### config.mk
export PLATFORM = sky130hd
export DESIGN_NAME = msplit_top
export DESIGN_NICKNAME = d
export VERILOG_FILES = /design/src/rtl/msplit_pkg.sv /design/src/rtl/msplit_decode.sv /design/src/rtl/msplit_issue.sv /design/src/rtl/msplit_seq.sv /design/src/rtl/msplit_top.sv
export SDC_FILE = /design/constraint.sdc
export NUM_CORES = 1
export LEC_CHECK = 0
export ABC_AREA = 1
export BUFFER_PORTS_ARGS = -buffer_cell sky130_fd_sc_hd__buf_4
export CORE_UTILIZATION = 43
export DETAILED_ROUTE_END_ITERATION = 10
export GPL_TIMING_DRIVEN = 1
export PLACE_DENSITY = 0.66
export SYNTH_ARGS = -nofsm -noshare
export SYNTH_HDL_FRONTEND = slang
export SYNTH_HIERARCHICAL = 1
export SYNTH_SLANG_ARGS = --single-unit
### constraint.sdc
create_clock -name clk -period 2.5 [get_ports clk]
set_input_delay 0.25 -clock clk [delete_from_list [all_inputs] [get_ports clk]]
set_output_delay 0.25 -clock clk [all_outputs]
set_load 0.005 [all_outputs]
### src/rtl/msplit_pkg.sv
package msplit_pkg;

   typedef enum logic [1:0] {
      MODE_TRAP     = 2'd0,
      MODE_WHOLE    = 2'd1,
      MODE_SPLIT_LO = 2'd2,
      MODE_SPLIT_HI = 2'd3
   } msplit_mode_e;

   typedef enum logic [1:0] {
      EXC_NONE     = 2'd0,
      EXC_MISALIGN = 2'd1,
      EXC_ACCESS   = 2'd2
   } msplit_exc_e;

   typedef enum logic [1:0] {
      ST_IDLE  = 2'd0,
      ST_HALF0 = 2'd1,
      ST_HALF1 = 2'd2,
      ST_DONE  = 2'd3
   } msplit_state_e;

endpackage

### src/rtl/msplit_decode.sv
module msplit_decode #(
   parameter int ADDR_W        = 32,
   parameter int MAX_SIZE_LOG2 = 3,
   localparam int SIZE_W       = $clog2(MAX_SIZE_LOG2 + 1),
   localparam int LEN_W        = MAX_SIZE_LOG2 + 1
) (
   input  logic [ADDR_W-1:0] addr,
   input  logic [SIZE_W-1:0] size,
   output logic              misaligned,
   output logic [LEN_W-1:0]  full_len,
   output logic [LEN_W-1:0]  lo_len,
   output logic [ADDR_W-1:0] hi_addr,
   output logic [LEN_W-1:0]  hi_len
);

   logic [LEN_W-1:0] nbytes;
   logic [LEN_W-1:0] offset;

   always_comb begin
      nbytes     = LEN_W'(1) << size;
      offset     = addr[LEN_W-1:0] & (nbytes - LEN_W'(1));
      misaligned = (offset != '0);
      full_len   = nbytes;
      lo_len     = nbytes - offset;
      hi_len     = offset;
      hi_addr    = addr + ADDR_W'(lo_len);
   end

endmodule

### src/rtl/msplit_issue.sv
module msplit_issue
   import msplit_pkg::*;
#(
   parameter int ADDR_W = 32,
   parameter int LEN_W  = 4
) (
   input  msplit_state_e     st,
   input  logic              do_split,
   input  logic              hi_first,
   input  logic [ADDR_W-1:0] orig_addr,
   input  logic [LEN_W-1:0]  full_len,
   input  logic [LEN_W-1:0]  lo_len,
   input  logic [ADDR_W-1:0] hi_addr,
   input  logic [LEN_W-1:0]  hi_len,
   output logic              chk_valid,
   output logic [ADDR_W-1:0] chk_addr,
   output logic [LEN_W-1:0]  chk_len
);

   logic pick_hi;

   always_comb begin
      chk_valid = (st == ST_HALF0) || (st == ST_HALF1);
      // first part is the upper one only for upper-first splits
      pick_hi   = do_split && ((st == ST_HALF0) ? hi_first : !hi_first);
      if (!do_split) begin
         chk_addr = orig_addr;
         chk_len  = full_len;
      end else if (pick_hi) begin
         chk_addr = hi_addr;
         chk_len  = hi_len;
      end else begin
         chk_addr = orig_addr;
         chk_len  = lo_len;
      end
   end

endmodule

### src/rtl/msplit_seq.sv
module msplit_seq
   import msplit_pkg::*;
#(
   parameter int ADDR_W = 32,
   parameter int LEN_W  = 4
) (
   input  logic              clk,
   input  logic              rst_n,
   input  logic              req_valid,
   input  logic [ADDR_W-1:0] req_addr,
   input  msplit_mode_e      mode_in,
   input  logic              dec_mis,
   input  logic [LEN_W-1:0]  dec_full_len,
   input  logic [LEN_W-1:0]  dec_lo_len,
   input  logic [ADDR_W-1:0] dec_hi_addr,
   input  logic [LEN_W-1:0]  dec_hi_len,
   input  logic [ADDR_W-1:0] chk_addr,
   input  logic              chk_fault,
   output msplit_state_e     st,
   output logic              do_split,
   output logic              hi_first,
   output logic [ADDR_W-1:0] orig_addr,
   output logic [LEN_W-1:0]  full_len,
   output logic [LEN_W-1:0]  lo_len,
   output logic [ADDR_W-1:0] hi_addr,
   output logic [LEN_W-1:0]  hi_len,
   output logic              req_ready,
   output logic              done_valid,
   output logic [1:0]        done_exc,
   output logic [ADDR_W-1:0] done_addr,
   output logic [1:0]        done_commits
);

   msplit_mode_e mode_q;
   logic         mis_q;
   msplit_exc_e  exc_q;
   logic [ADDR_W-1:0] fault_q;
   logic [1:0]   commits_q;

   always_comb begin
      do_split = mis_q && ((mode_q == MODE_SPLIT_LO) || (mode_q == MODE_SPLIT_HI));
      hi_first = (mode_q == MODE_SPLIT_HI);
   end

   always_ff @(posedge clk) begin
      if (!rst_n) begin
         st        <= ST_IDLE;
         mode_q    <= MODE_TRAP;
         mis_q     <= 1'b0;
         orig_addr <= '0;
         full_len  <= '0;
         lo_len    <= '0;
         hi_addr   <= '0;
         hi_len    <= '0;
         exc_q     <= EXC_NONE;
         fault_q   <= '0;
         commits_q <= '0;
      end else begin
         unique case (st)
            ST_IDLE: if (req_valid) begin
               mode_q    <= mode_in;
               mis_q     <= dec_mis;
               orig_addr <= req_addr;
               full_len  <= dec_full_len;
               lo_len    <= dec_lo_len;
               hi_addr   <= dec_hi_addr;
               hi_len    <= dec_hi_len;
               commits_q <= '0;
               fault_q   <= req_addr;
               if (dec_mis && (mode_in == MODE_TRAP)) begin
                  exc_q <= EXC_MISALIGN;
                  st    <= ST_DONE;
               end else begin
                  exc_q <= EXC_NONE;
                  st    <= ST_HALF0;
               end
            end
            ST_HALF0: begin
               if (chk_fault) begin
                  exc_q   <= EXC_ACCESS;
                  fault_q <= chk_addr;
                  st      <= ST_DONE;
               end else begin
                  commits_q <= 2'd1;
                  st        <= do_split ? ST_HALF1 : ST_DONE;
               end
            end
            ST_HALF1: begin
               if (chk_fault) begin
                  exc_q   <= EXC_ACCESS;
                  fault_q <= chk_addr;
               end else begin
                  commits_q <= 2'd2;
               end
               st <= ST_DONE;
            end
            ST_DONE: st <= ST_IDLE;
            default: st <= ST_IDLE;
         endcase
      end
   end

   always_comb begin
      req_ready    = (st == ST_IDLE);
      done_valid   = (st == ST_DONE);
      done_exc     = exc_q;
      done_addr    = fault_q;
      done_commits = commits_q;
   end

   // a misaligned access in trap mode never reaches the checker
   p_trap_no_issue_r3: assert property (@(posedge clk) disable iff (!rst_n)
      (st == ST_HALF0) |-> !(mode_q == MODE_TRAP && mis_q));

   // the second part only follows a first part that passed
   p_second_after_pass_r8: assert property (@(posedge clk) disable iff (!rst_n)
      (st == ST_HALF1) |-> ($past(st) == ST_HALF0 && !$past(chk_fault)));

   // mode latched at acceptance stays put for the whole access
   p_mode_held_r9: assert property (@(posedge clk) disable iff (!rst_n)
      (st != ST_IDLE && $past(st) != ST_IDLE) |-> $stable(mode_q));

   // completion lasts one cycle and returns to idle
   p_done_pulse_r10: assert property (@(posedge clk) disable iff (!rst_n)
      (st == ST_DONE) |=> (st == ST_IDLE));

   // a clean finish commits every part that was planned
   p_full_commit_r2: assert property (@(posedge clk) disable iff (!rst_n)
      (st == ST_DONE && exc_q == EXC_NONE) |-> (commits_q == (do_split ? 2'd2 : 2'd1)));

endmodule

### src/rtl/msplit_top.sv
module msplit_top
   import msplit_pkg::*;
#(
   parameter int ADDR_W        = 32,
   parameter int MAX_SIZE_LOG2 = 3,
   parameter bit DYN_MODE      = 1'b1,
   parameter int STATIC_MODE   = 2,
   localparam int SIZE_W       = $clog2(MAX_SIZE_LOG2 + 1),
   localparam int LEN_W        = MAX_SIZE_LOG2 + 1
) (
   input  logic              clk,
   input  logic              rst_n,
   input  logic              req_valid,
   output logic              req_ready,
   input  logic [ADDR_W-1:0] req_addr,
   input  logic [SIZE_W-1:0] req_size,
   input  logic [1:0]        req_mode,
   output logic              chk_valid,
   output logic [ADDR_W-1:0] chk_addr,
   output logic [LEN_W-1:0]  chk_len,
   input  logic              chk_fault,
   output logic              commit_valid,
   output logic              done_valid,
   output logic [1:0]        done_exc,
   output logic [ADDR_W-1:0] done_addr,
   output logic [1:0]        done_commits
);

   if (MAX_SIZE_LOG2 < 1 || MAX_SIZE_LOG2 > 4) begin : g_bad_size
      $error("MAX_SIZE_LOG2 must lie in 1..4");
   end
   if (ADDR_W < LEN_W + 1) begin : g_bad_addr
      $error("ADDR_W too narrow for the largest access");
   end
   if (STATIC_MODE < 0 || STATIC_MODE > 3) begin : g_bad_mode
      $error("STATIC_MODE must lie in 0..3");
   end

   msplit_mode_e mode_in;

   if (DYN_MODE) begin : g_dyn_mode
      assign mode_in = msplit_mode_e'(req_mode);
   end else begin : g_fixed_mode
      assign mode_in = msplit_mode_e'(STATIC_MODE[1:0]);
   end

   logic              dec_mis;
   logic [LEN_W-1:0]  dec_full_len, dec_lo_len, dec_hi_len;
   logic [ADDR_W-1:0] dec_hi_addr;

   msplit_decode #(.ADDR_W(ADDR_W), .MAX_SIZE_LOG2(MAX_SIZE_LOG2)) u_decode (
      .addr       (req_addr),
      .size       (req_size),
      .misaligned (dec_mis),
      .full_len   (dec_full_len),
      .lo_len     (dec_lo_len),
      .hi_addr    (dec_hi_addr),
      .hi_len     (dec_hi_len)
   );

   msplit_state_e     st;
   logic              do_split, hi_first;
   logic [ADDR_W-1:0] orig_addr, hi_addr;
   logic [LEN_W-1:0]  full_len, lo_len, hi_len;

   msplit_seq #(.ADDR_W(ADDR_W), .LEN_W(LEN_W)) u_seq (
      .clk          (clk),
      .rst_n        (rst_n),
      .req_valid    (req_valid),
      .req_addr     (req_addr),
      .mode_in      (mode_in),
      .dec_mis      (dec_mis),
      .dec_full_len (dec_full_len),
      .dec_lo_len   (dec_lo_len),
      .dec_hi_addr  (dec_hi_addr),
      .dec_hi_len   (dec_hi_len),
      .chk_addr     (chk_addr),
      .chk_fault    (chk_fault),
      .st           (st),
      .do_split     (do_split),
      .hi_first     (hi_first),
      .orig_addr    (orig_addr),
      .full_len     (full_len),
      .lo_len       (lo_len),
      .hi_addr      (hi_addr),
      .hi_len       (hi_len),
      .req_ready    (req_ready),
      .done_valid   (done_valid),
      .done_exc     (done_exc),
      .done_addr    (done_addr),
      .done_commits (done_commits)
   );

   msplit_issue #(.ADDR_W(ADDR_W), .LEN_W(LEN_W)) u_issue (
      .st        (st),
      .do_split  (do_split),
      .hi_first  (hi_first),
      .orig_addr (orig_addr),
      .full_len  (full_len),
      .lo_len    (lo_len),
      .hi_addr   (hi_addr),
      .hi_len    (hi_len),
      .chk_valid (chk_valid),
      .chk_addr  (chk_addr),
      .chk_len   (chk_len)
   );

   assign commit_valid = chk_valid && !chk_fault;

   // no part reaches the checker while a new access could be taken
   p_busy_blocks_accept_r10: assert property (@(posedge clk) disable iff (!rst_n)
      chk_valid |-> !req_ready);

   // every part that is presented stays inside one aligned block
   p_part_inside_block_r5: assert property (@(posedge clk) disable iff (!rst_n)
      (chk_valid && do_split) |->
         ((chk_addr[LEN_W-1:0] & (full_len - LEN_W'(1))) + chk_len <= full_len));

   p_legal_size_r2: assert property (@(posedge clk) disable iff (!rst_n)
      (req_valid && req_ready) |-> (int'(req_size) <= MAX_SIZE_LOG2));

endmodule

[Yosys cells after proc, flatten, opt, wreduce, memory -nomap -nowiden]
Cells that the tools add are included.
Storage, ports and cells
  flip-flop bits (word level): 117
  input port bits: 40
  output and inout port bits: 76
  logic and storage cells: 63
Operators by class
  bitwise logic cells: 1
  eq/ne operators: 9
  add/subtract/negate cells: 3
  shift-type cells: 1
  mux-type cells: 21
  reductions and logical operators: 17
Operators by type and width (count)
  $mux 32: 4
  $pmux 32 s2: 1
  $add 32x4->32: 1
  $mux 2: 8
  $eq 2x2->1 const B: 4
  $mux 4: 2
  $pmux 2 s4: 1
  $ne 2x2->1 const B: 3
  $pmux 2 s3: 1
  $and 4x4->4: 1
  $logic_and 1x1->1: 4
  $logic_not 2->1: 2
  $pmux 2 s2: 1
  $reduce_and 4->1: 1
  $reduce_bool 4->1: 1
  $shl 1x2->4 const A: 1
  $sub 4x1->4 const B: 1
  $sub 4x4->4: 1
  $mux 1: 3
  $reduce_and 3->1: 1
  $reduce_bool 3->1: 1
  $eq 2x1->1 const B: 1
  $logic_not 1->1: 2
  $logic_or 1x1->1: 2
  4 further kinds: 4

[Depth between registers and ports, before layout]
Gate-level depths: netlist (run 1).
  depth in word-level cells: 8
  mapped depth: 21
  mapped depth without buffers: 21

[Cells and area by module]
The synthesis (run 1) kept the hierarchy.
By module, submodules not included
  msplit_seq: times used 1, cells each 647, area an instance 4613.2 um2, sequential area each 2342.2 um2
  msplit_decode: times used 1, cells each 265, area an instance 1333.8 um2, sequential area each 0.0 um2
  msplit_issue: times used 1, cells each 143, area an instance 673.1 um2, sequential area each 0.0 um2
  msplit_top: times used 1, cells each 2, area an instance 10.0 um2, sequential area each 0.0 um2

[Worst setup path before layout (run 1)]
No wires, ideal clock.
  path type: input to register
  start point: input req_size[1]
  end point: register u_seq.hi_addr[13]
  cell stages on the path: 18
  data arrival time: 2.239 ns
  path slack: 0.146 ns
  cells stage by stage: nand2_1 nor2_1 inv_1 ha_1 a21o_1 inv_1 nand2_1 nand2_1 nand2_1 ha_1 nand2_1 inv_1 nand3_1 nand2_2 nand2_4 xnor2_2 o21ai_0 nor2_1
On the way
  cells in the longest elaborated chain, start to end: 5
RTL lines
  from (decl): line msplit_top.sv:16  | input logic [SIZE_W-1:0] req_size,
  $shl 1x2->4: line msplit_decode.sv:20  | nbytes = LEN_W'(1) << size;
  $sub 4x1->4: line msplit_decode.sv:21  | offset = addr[LEN_W-1:0] & (nbytes - LEN_W'(1));
  $and 4x4->4: line msplit_decode.sv:21
  via dec_hi_len[2]: line msplit_top.sv:48  | logic [LEN_W-1:0] dec_full_len, dec_lo_len, dec_hi_len;
  $sub 4x4->4: line msplit_decode.sv:24  | lo_len = nbytes - offset;
  via dec_lo_len[3]: line msplit_top.sv:48
  $add 32x4->32: line msplit_decode.sv:26  | hi_addr = addr + ADDR_W'(lo_len);
  via dec_hi_addr[13]: line msplit_top.sv:49  | logic [ADDR_W-1:0] dec_hi_addr;
  to (signal assigned): line msplit_seq.sv:66  | hi_addr <= dec_hi_addr;
  to (decl): line msplit_seq.sv:25  | output logic [ADDR_W-1:0] hi_addr,
The timed path passes the listed nets, and every way through them passes these cells.
A chain may end at the register's enable or synchronous reset.

[Final worst setup path (run 1)]
  start point: register u_seq.st[1]
  end point: output chk_addr[25]
On the way
  cells in the longest elaborated chain, start to end: 5
RTL lines
  from (decl): line msplit_seq.sv:19  | output msplit_state_e st,
  from (signal assigned): line msplit_seq.sv:85  | st <= do_split ? ST_HALF1 : ST_DONE;
  $eq 2x1->1: line msplit_issue.sv:25  | pick_hi = do_split && ((st == ST_HALF0) ? hi_first : !hi_first);
  $mux 1: line msplit_issue.sv:25
  $logic_and 1x1->1: line msplit_issue.sv:25
  $mux 32: line msplit_issue.sv:29  | end else if (pick_hi) begin
  $mux 32: line msplit_issue.sv:26  | if (!do_split) begin
  to (decl): line msplit_top.sv:19  | output logic [ADDR_W-1:0] chk_addr,
Every way passes these cells.

==> results of run 1 <==
## power by group
group | leakage [uW] | total [uW] | switching [uW] | internal, uW
registers | 0.000966 | 2640 | 265 | 2380
logic | 0.00279 | 3460 | 2120 | 1340
clock network | 0.000294 | 2440 | 854 | 1580
## cell type report
type | instances | share of cell area, %
Multi-Input combinational cell | 821 | 45.2
Clock inverter | 9 | 1.20
Inverter | 65 | 2.92
Sequential cell | 117 | 28.0
Tap cell | 188 | 2.81
Clock buffer | 22 | 5.91
Timing Repair Buffer | 148 | 14.0
## state kept, by name, summed over array words and instances, names as in the netlist
name,flops
u_seq/st,2
u_seq/hi_len,4
u_seq/done_addr,32
u_seq/hi_addr,32
u_seq/done_commits,2
u_seq/mode_q,2
u_seq/lo_len,4
u_seq/mis_q,1
u_seq/done_exc,2
u_seq/full_len,4
u_seq/orig_addr,32
## Yosys cell counts, drive strengths merged
cell type	count	share of area [%]
nand3b	9	1.0
ha	13	2.5
xnor2	4	0.64
nor3b	1	0.11
conb	1	0.057
nor2b	1	0.094
and2	2	0.23
nor2	212	13
o21ai	118	9.0
nand4	8	0.75
dfxtp	117	35
nand3	23	2.0
buf	30	3.3
xor2	11	1.5
nand2	374	22
or2	1	0.094
a21o	1	0.11
clkinv	1	0.057
fa	1	0.30
a21oi	39	2.9
clkbuf	26	1.5
inv	64	3.6
## routing by layer
layer / wire [um] / vias up
li1: - / 3529
met1: 9300 / 3020
met2: 8690 / 196
met3: 937 / 29
met4: 367 / 0
met5: 0 / -
## worst max-delay path: cells and delay by family, from the launching register on
family	cells	cell delay, ps
buffers and inverters	4	510
and+or+nand+nor	5	610
adders and majority gates	1	200
DFF	1	390
## worst min path at each step
stage / start / to / slack (ps) / cells past startpoint
2_1_floorplan: req_addr[30] / u_seq/orig_addr[30]$_SDFFE_PN0P_ / 390 / 2
3_3_place_gp: u_seq/orig_addr[7]$_SDFFE_PN0P_ / u_seq/orig_addr[7]$_SDFFE_PN0P_ / 450 / 2
3_5_place_dp: u_seq/done_addr[21]$_SDFFE_PN0P_ / u_seq/done_addr[21]$_SDFFE_PN0P_ / 460 / 2
4_1_cts: req_mode[0] / u_seq/mode_q[0]$_SDFFE_PN0P_ / 100 / 3
5_1_grt: req_mode[1] / u_seq/mode_q[1]$_SDFFE_PN0P_ / 130 / 3
6_report: req_mode[0] / u_seq/mode_q[0]$_SDFFE_PN0P_ / 100 / 3
## metrics by stage
stage	TNS, ps	instances
detailed placement	-4210	1331
floorplan	0	1057
finish	0	1370
CTS	0	1362
global placement	-2590	1331
global route	-167	1370
## kinds of logic (layout without fill, tap and decap cells)
group,count (synthesis),after routing,share of synthesized area [%]
compound gates,158,158,12.1
buf+inv,121,244,8.49
fa+ha+maj,14,14,2.76
flops,117,117,35.3
xor+xnor,15,15,2.09
other cells,1,1,0.0566
simple gates,631,633,39.2
## what timing repair did
item                       CTS  global route
gates resized for setup      2             8
cloned                       0             2
setup buffers                0             6
setup endpoints to repair   27            48
pin swaps                    0             4
==> flow_metrics.env, run 1 <==
export IMPL_status="complete, no violations"
export IMPL_grt_busiest_layer="met2"
export IMPL_antenna_found_initial=0
export IMPL_worstSetupStartpointType="register"
export IMPL_layout_common_cells="nand2_1, nor2_1, buf_4, dfxtp_1, o21ai_0"
export IMPL_grt_pass1_vias=6067
export IMPL_synth_warnings=6
export IMPL_dieHeight_um=126
export IMPL_met1_usage_pct=32.9
export IMPL_die_w_um=126
export IMPL_grt_overflow=0
export IMPL_yosysSeqAreaShare_pct=35.3
export IMPL_seqCellArea_um2=2340
export IMPL_vias=6774
export IMPL_total_power_uw=8540
export IMPL_finalClockSkew_ps=6.52
export IMPL_final_max_slew_viol_count=0
export IMPL_fmax_mhz=416
export IMPL_slew_headroom_pct=46.8
export IMPL_post_route_min_period_ps=2400
export IMPL_worstReg2RegStart="u_seq/st[0]$_SDFFE_PN0P_"
export IMPL_drive_gt1_share_pct=19.5
export IMPL_hp_class="in -> reg"
export IMPL_core_area_um2=15100
export IMPL_setup_viol=0
export IMPL_utilization_pct=55.2
export IMPL_dpl_worst_slack_ps=-234
export IMPL_crit_chain="inv_1, ha_1, nand2_2, nand2_8, buf_12, nor2_4, buf_12, nand2_1, nand2_1, buf_4"
export IMPL_cp_end_kind="output port"
export IMPL_cp_slowest_cell="dfxtp_2"
export IMPL_final_hold_viol_count=0
export IMPL_drc_errors=0
export IMPL_power_density_nw_per_um2=1020
export IMPL_first_pass_iters=5
export IMPL_syn_avg_cell_area_um2=6.27
export IMPL_crit_path_start="u_seq/st[1]$_SDFFE_PN0P_"
export IMPL_wl_um=19300
export IMPL_fillerInstances=1555
export IMPL_crit_fanout=17
export IMPL_netlist_area_um2=6630
export IMPL_worst_ep_required_time_ps=2250
export IMPL_avgRoutedWirePerCell_um=14.1
export IMPL_fin_area_um2=8370
export IMPL_path_clk_slew_ps=50
export IMPL_fin_nets=1224
export IMPL_period_share_pct=96.2
export IMPL_met3_usage_pct=4.67
export IMPL_reg2reg_depth=8
export IMPL_clock_latency_ps=420
export IMPL_place_congestion=0.906
export IMPL_critical_path_class="reg -> out"
export IMPL_cts_tree="done"
export IMPL_ioPinCount=116
export IMPL_grt_pass1_wl_um=30500
export IMPL_antenna_cells=0
export IMPL_place_hpwl_um=12600
export IMPL_row_count=45
export IMPL_ir_drop_mv=0.627
export IMPL_worst_slack_ps=95.5
export IMPL_syn_num_nets=1111
export IMPL_viasPerCell=4.94
export IMPL_syn_to_final_growth_pct=26.2
export IMPL_cap_violations=0
export IMPL_reg2reg_to="u_seq/done_addr[19]$_SDFFE_PN0P_"
export IMPL_layout_commonest_cell="nand2_1"
export IMPL_clockRootBuffer="clkbuf_16"
export IMPL_synth_cells=1057
export IMPL_clock_sinks=117
export IMPL_postRouteAntennaNets=0
export IMPL_slowest_delay_ps=390
export IMPL_multiInputGateArea_um2=3780
export IMPL_io_buffers=115
export IMPL_grt_max_degree=83
export IMPL_h_tree_depth=4
export IMPL_arrival_ps=2150
export IMPL_drtIter0Drc=470
export IMPL_worst_pin_slew_ps=798
export IMPL_p_leak_uw=0.00405
export IMPL_grtUsageMet2_pct=37.6
export IMPL_placedInstanceArea_um2=7620
export IMPL_ys_types=38
export IMPL_start_util_pct=43.8
export IMPL_crit_end="chk_addr[25]"
export IMPL_rrSetupSlack_ps=400
export IMPL_cts_buffer_depth=2
export IMPL_cts_hold_buf=0
export IMPL_holdWs_ps=102
export IMPL_cts_buffers=17
export IMPL_ys_ff_latch=117
export IMPL_die_area_um2=15900
export IMPL_grt_usage_pct=23.9
Note: power is estimated with default switching activity, not from simulation.
==> inputs of run 2 (changes only) <==
--- a/config.mk
+++ b/config.mk
@@ -7,10 +7,10 @@
 export LEC_CHECK = 0
 export ABC_AREA = 1
 export BUFFER_PORTS_ARGS = -buffer_cell sky130_fd_sc_hd__buf_4
-export CORE_UTILIZATION = 43
+export CORE_UTILIZATION = 51
 export DETAILED_ROUTE_END_ITERATION = 10
 export GPL_TIMING_DRIVEN = 1
-export PLACE_DENSITY = 0.66
+export PLACE_DENSITY = 0.77
 export SYNTH_ARGS = -nofsm -noshare
 export SYNTH_HDL_FRONTEND = slang
 export SYNTH_HIERARCHICAL = 1
==> run 2 against run 1 <==
  * Core utilization is 9.6 points higher
  * Critical path type unchanged
  * Non-clock buffer count shrank 3
  * Critical path depth down 2
==> flow_metrics.env, run 2 (synthesized netlist as in run 1, its figures left out) <==
export IMPL_status="complete, no violations"
export IMPL_crit_top_cell="nand2_1"
export IMPL_period_share_pct=94.1
export IMPL_cts_buffers=17
export IMPL_cp_slowest_cell="dfxtp_2"
export IMPL_layout_common_cells="nand2_1, nor2_1, buf_4, dfxtp_1, o21ai_0"
export IMPL_clockRootBuffer="clkbuf_16"
export IMPL_cap_violations=0
export IMPL_drc_errors=0
export IMPL_grt_pass1_vias=6146
export IMPL_finalClockSkew_ps=5.99
export IMPL_crit_fanout=19
export IMPL_seqCellArea_um2=2340
export IMPL_holdWs_ps=110
export IMPL_multiInputGateArea_um2=3750
export IMPL_antenna_cells=0
export IMPL_final_max_slew_viol_count=0
export IMPL_path_clk_slew_ps=50
export IMPL_slowest_delay_ps=390
export IMPL_fmax_mhz=425
export IMPL_core_area_um2=12700
export IMPL_place_hpwl_um=12300
export IMPL_first_pass_iters=5
export IMPL_setup_viol=0
export IMPL_drtIter0Drc=493
export IMPL_fin_nets=1220
export IMPL_crit_path_start="u_seq/st[1]$_SDFFE_PN0P_"
export IMPL_reg2reg_to="u_seq/hi_addr[7]$_SDFFE_PN0P_"
export IMPL_io_buffers=115
export IMPL_worst_pin_slew_ps=834
export IMPL_worstSetupStartpointType="register"
export IMPL_cp_end_kind="output port"
export IMPL_die_w_um=116
export IMPL_worst_ep_required_time_ps=2250
export IMPL_grt_overflow=0
export IMPL_drive_gt1_share_pct=18.4
export IMPL_ir_drop_mv=0.553
export IMPL_grt_max_degree=83
export IMPL_slew_headroom_pct=44.3
export IMPL_power_density_nw_per_um2=1020
export IMPL_fin_area_um2=8210
export IMPL_antenna_found_initial=0
export IMPL_viasPerCell=5.14
export IMPL_place_congestion=0.895
export IMPL_layout_commonest_cell="nand2_1"
export IMPL_critical_path_class="reg -> out"
export IMPL_start_util_pct=52.3
export IMPL_reg2reg_depth=7
export IMPL_layoutNonFillerInstCount=1349
export IMPL_grt_pass1_wl_um=29700
export IMPL_ioPinCount=116
export IMPL_clock_latency_ps=420
export IMPL_vias=6930
export IMPL_postRouteAntennaNets=0
export IMPL_avgRoutedWirePerCell_um=13.8
export IMPL_crit_chain="inv_1, ha_1, nand2_1, nand2_8, nor2_8, nand2_1, nand2_1, buf_4"
export IMPL_dieHeight_um=116
export IMPL_worstReg2RegStart="u_seq/st[0]$_SDFFE_PN0P_"
export IMPL_cts_tree="done"
export IMPL_arrival_ps=2100
export IMPL_utilization_pct=64.8
export IMPL_fillerInstances=1158
export IMPL_final_hold_viol_count=0
export IMPL_cts_hold_buf=0
export IMPL_post_route_min_period_ps=2350
export IMPL_crit_end="chk_addr[26]"
export IMPL_rrSetupSlack_ps=470
export IMPL_place_inst=1315
export IMPL_p_leak_uw=0.00400
export IMPL_row_count=41
export IMPL_die_area_um2=13500
export IMPL_hold_depth=3
export IMPL_placedInstanceArea_um2=7620
export IMPL_cts_buffer_depth=2
export IMPL_h_tree_depth=4
export IMPL_clock_sinks=117
export IMPL_wl_um=18600
export IMPL_hp_class="in -> reg"
export IMPL_grt_usage_pct=28.6
export IMPL_syn_to_final_growth_pct=23.9
## run 2: cell count changes in the layout (fill, tap and decap cells not counted), sizes merged
cell | previous run | this run
buf | 148 | 145
clkbuf | 22 | 25
clkinvlp | 2 | 0
bufinv | 2 | 1
clkinv | 6 | 5
nand2 | 375 | 374
## run 2: worst min path at each step
stage	start	endpoint	slack, ps
after floorplan	req_addr[30]	u_seq/orig_addr[30]$_SDFFE_PN0P_	390
after global placement	u_seq/orig_addr[31]$_SDFFE_PN0P_	u_seq/orig_addr[31]$_SDFFE_PN0P_	450
after detailed placement	u_seq/done_addr[6]$_SDFFE_PN0P_	u_seq/done_addr[6]$_SDFFE_PN0P_	460
after CTS	req_mode[1]	u_seq/mode_q[1]$_SDFFE_PN0P_	90
after global routing	req_mode[1]	u_seq/mode_q[1]$_SDFFE_PN0P_	130
final	req_mode[1]	u_seq/mode_q[1]$_SDFFE_PN0P_	110
## run 2: metal layers
layer | global-route usage [%] | part of all wire (%) | vias up
li1 | - | - | 3518
met1 | 37.2 | 46 | 3151
met2 | 46.4 | 47 | 224
met3 | 5.65 | 5.5 | 37
met4 | 11.5 | 1.9 | 0
met5 | 0 | 0 | -
## run 2: worst max-delay path, delay by kind of cell, from the launching register on
family / cells / cell delay (ps)
fa+ha+maj: 1 / 210
flops: 1 / 390
simple gates: 5 / 900
buf+inv: 2 / 180
## run 2: timing repair
item / CTS / global route
pin swaps: 1 / 1
gates cloned: 1 / 0
setup buffers: 3 / 0
resized for setup: 2 / 6
endpoints found under the hold margin: 0 / 0
endpoints found under the setup margin: 33 / 27
## run 2: cell type report
class                   count  area share [%]
well taps                 172            2.62
repair buffers            145            13.6
inverters                  65            2.97
clock inverters             5           0.609
multi-input cells         820            45.7
clock buffers              25            5.91
flip-flops and latches    117            28.6
## run 2: stage by stage
stage / total power (uW) / TNS, ps / setup WS [ps]
global route: 8930 / -2.62 / -2.62
finish: 8340 / 0 / 149
detailed placement: 6060 / -3580 / -219
CTS: 8340 / -17.4 / -17.4
global placement: 5990 / -2050 / -145
floorplan: 4810 / 0 / 146
## run 2: report_power, final
group	internal, uW	leakage, uW	total, uW	switching [uW]
clock	1420	0.000267	2240	814
combinational	1350	0.00277	3460	2110
sequential	2380	0.000966	2640	263
total	5150	0.00400	8340	3190
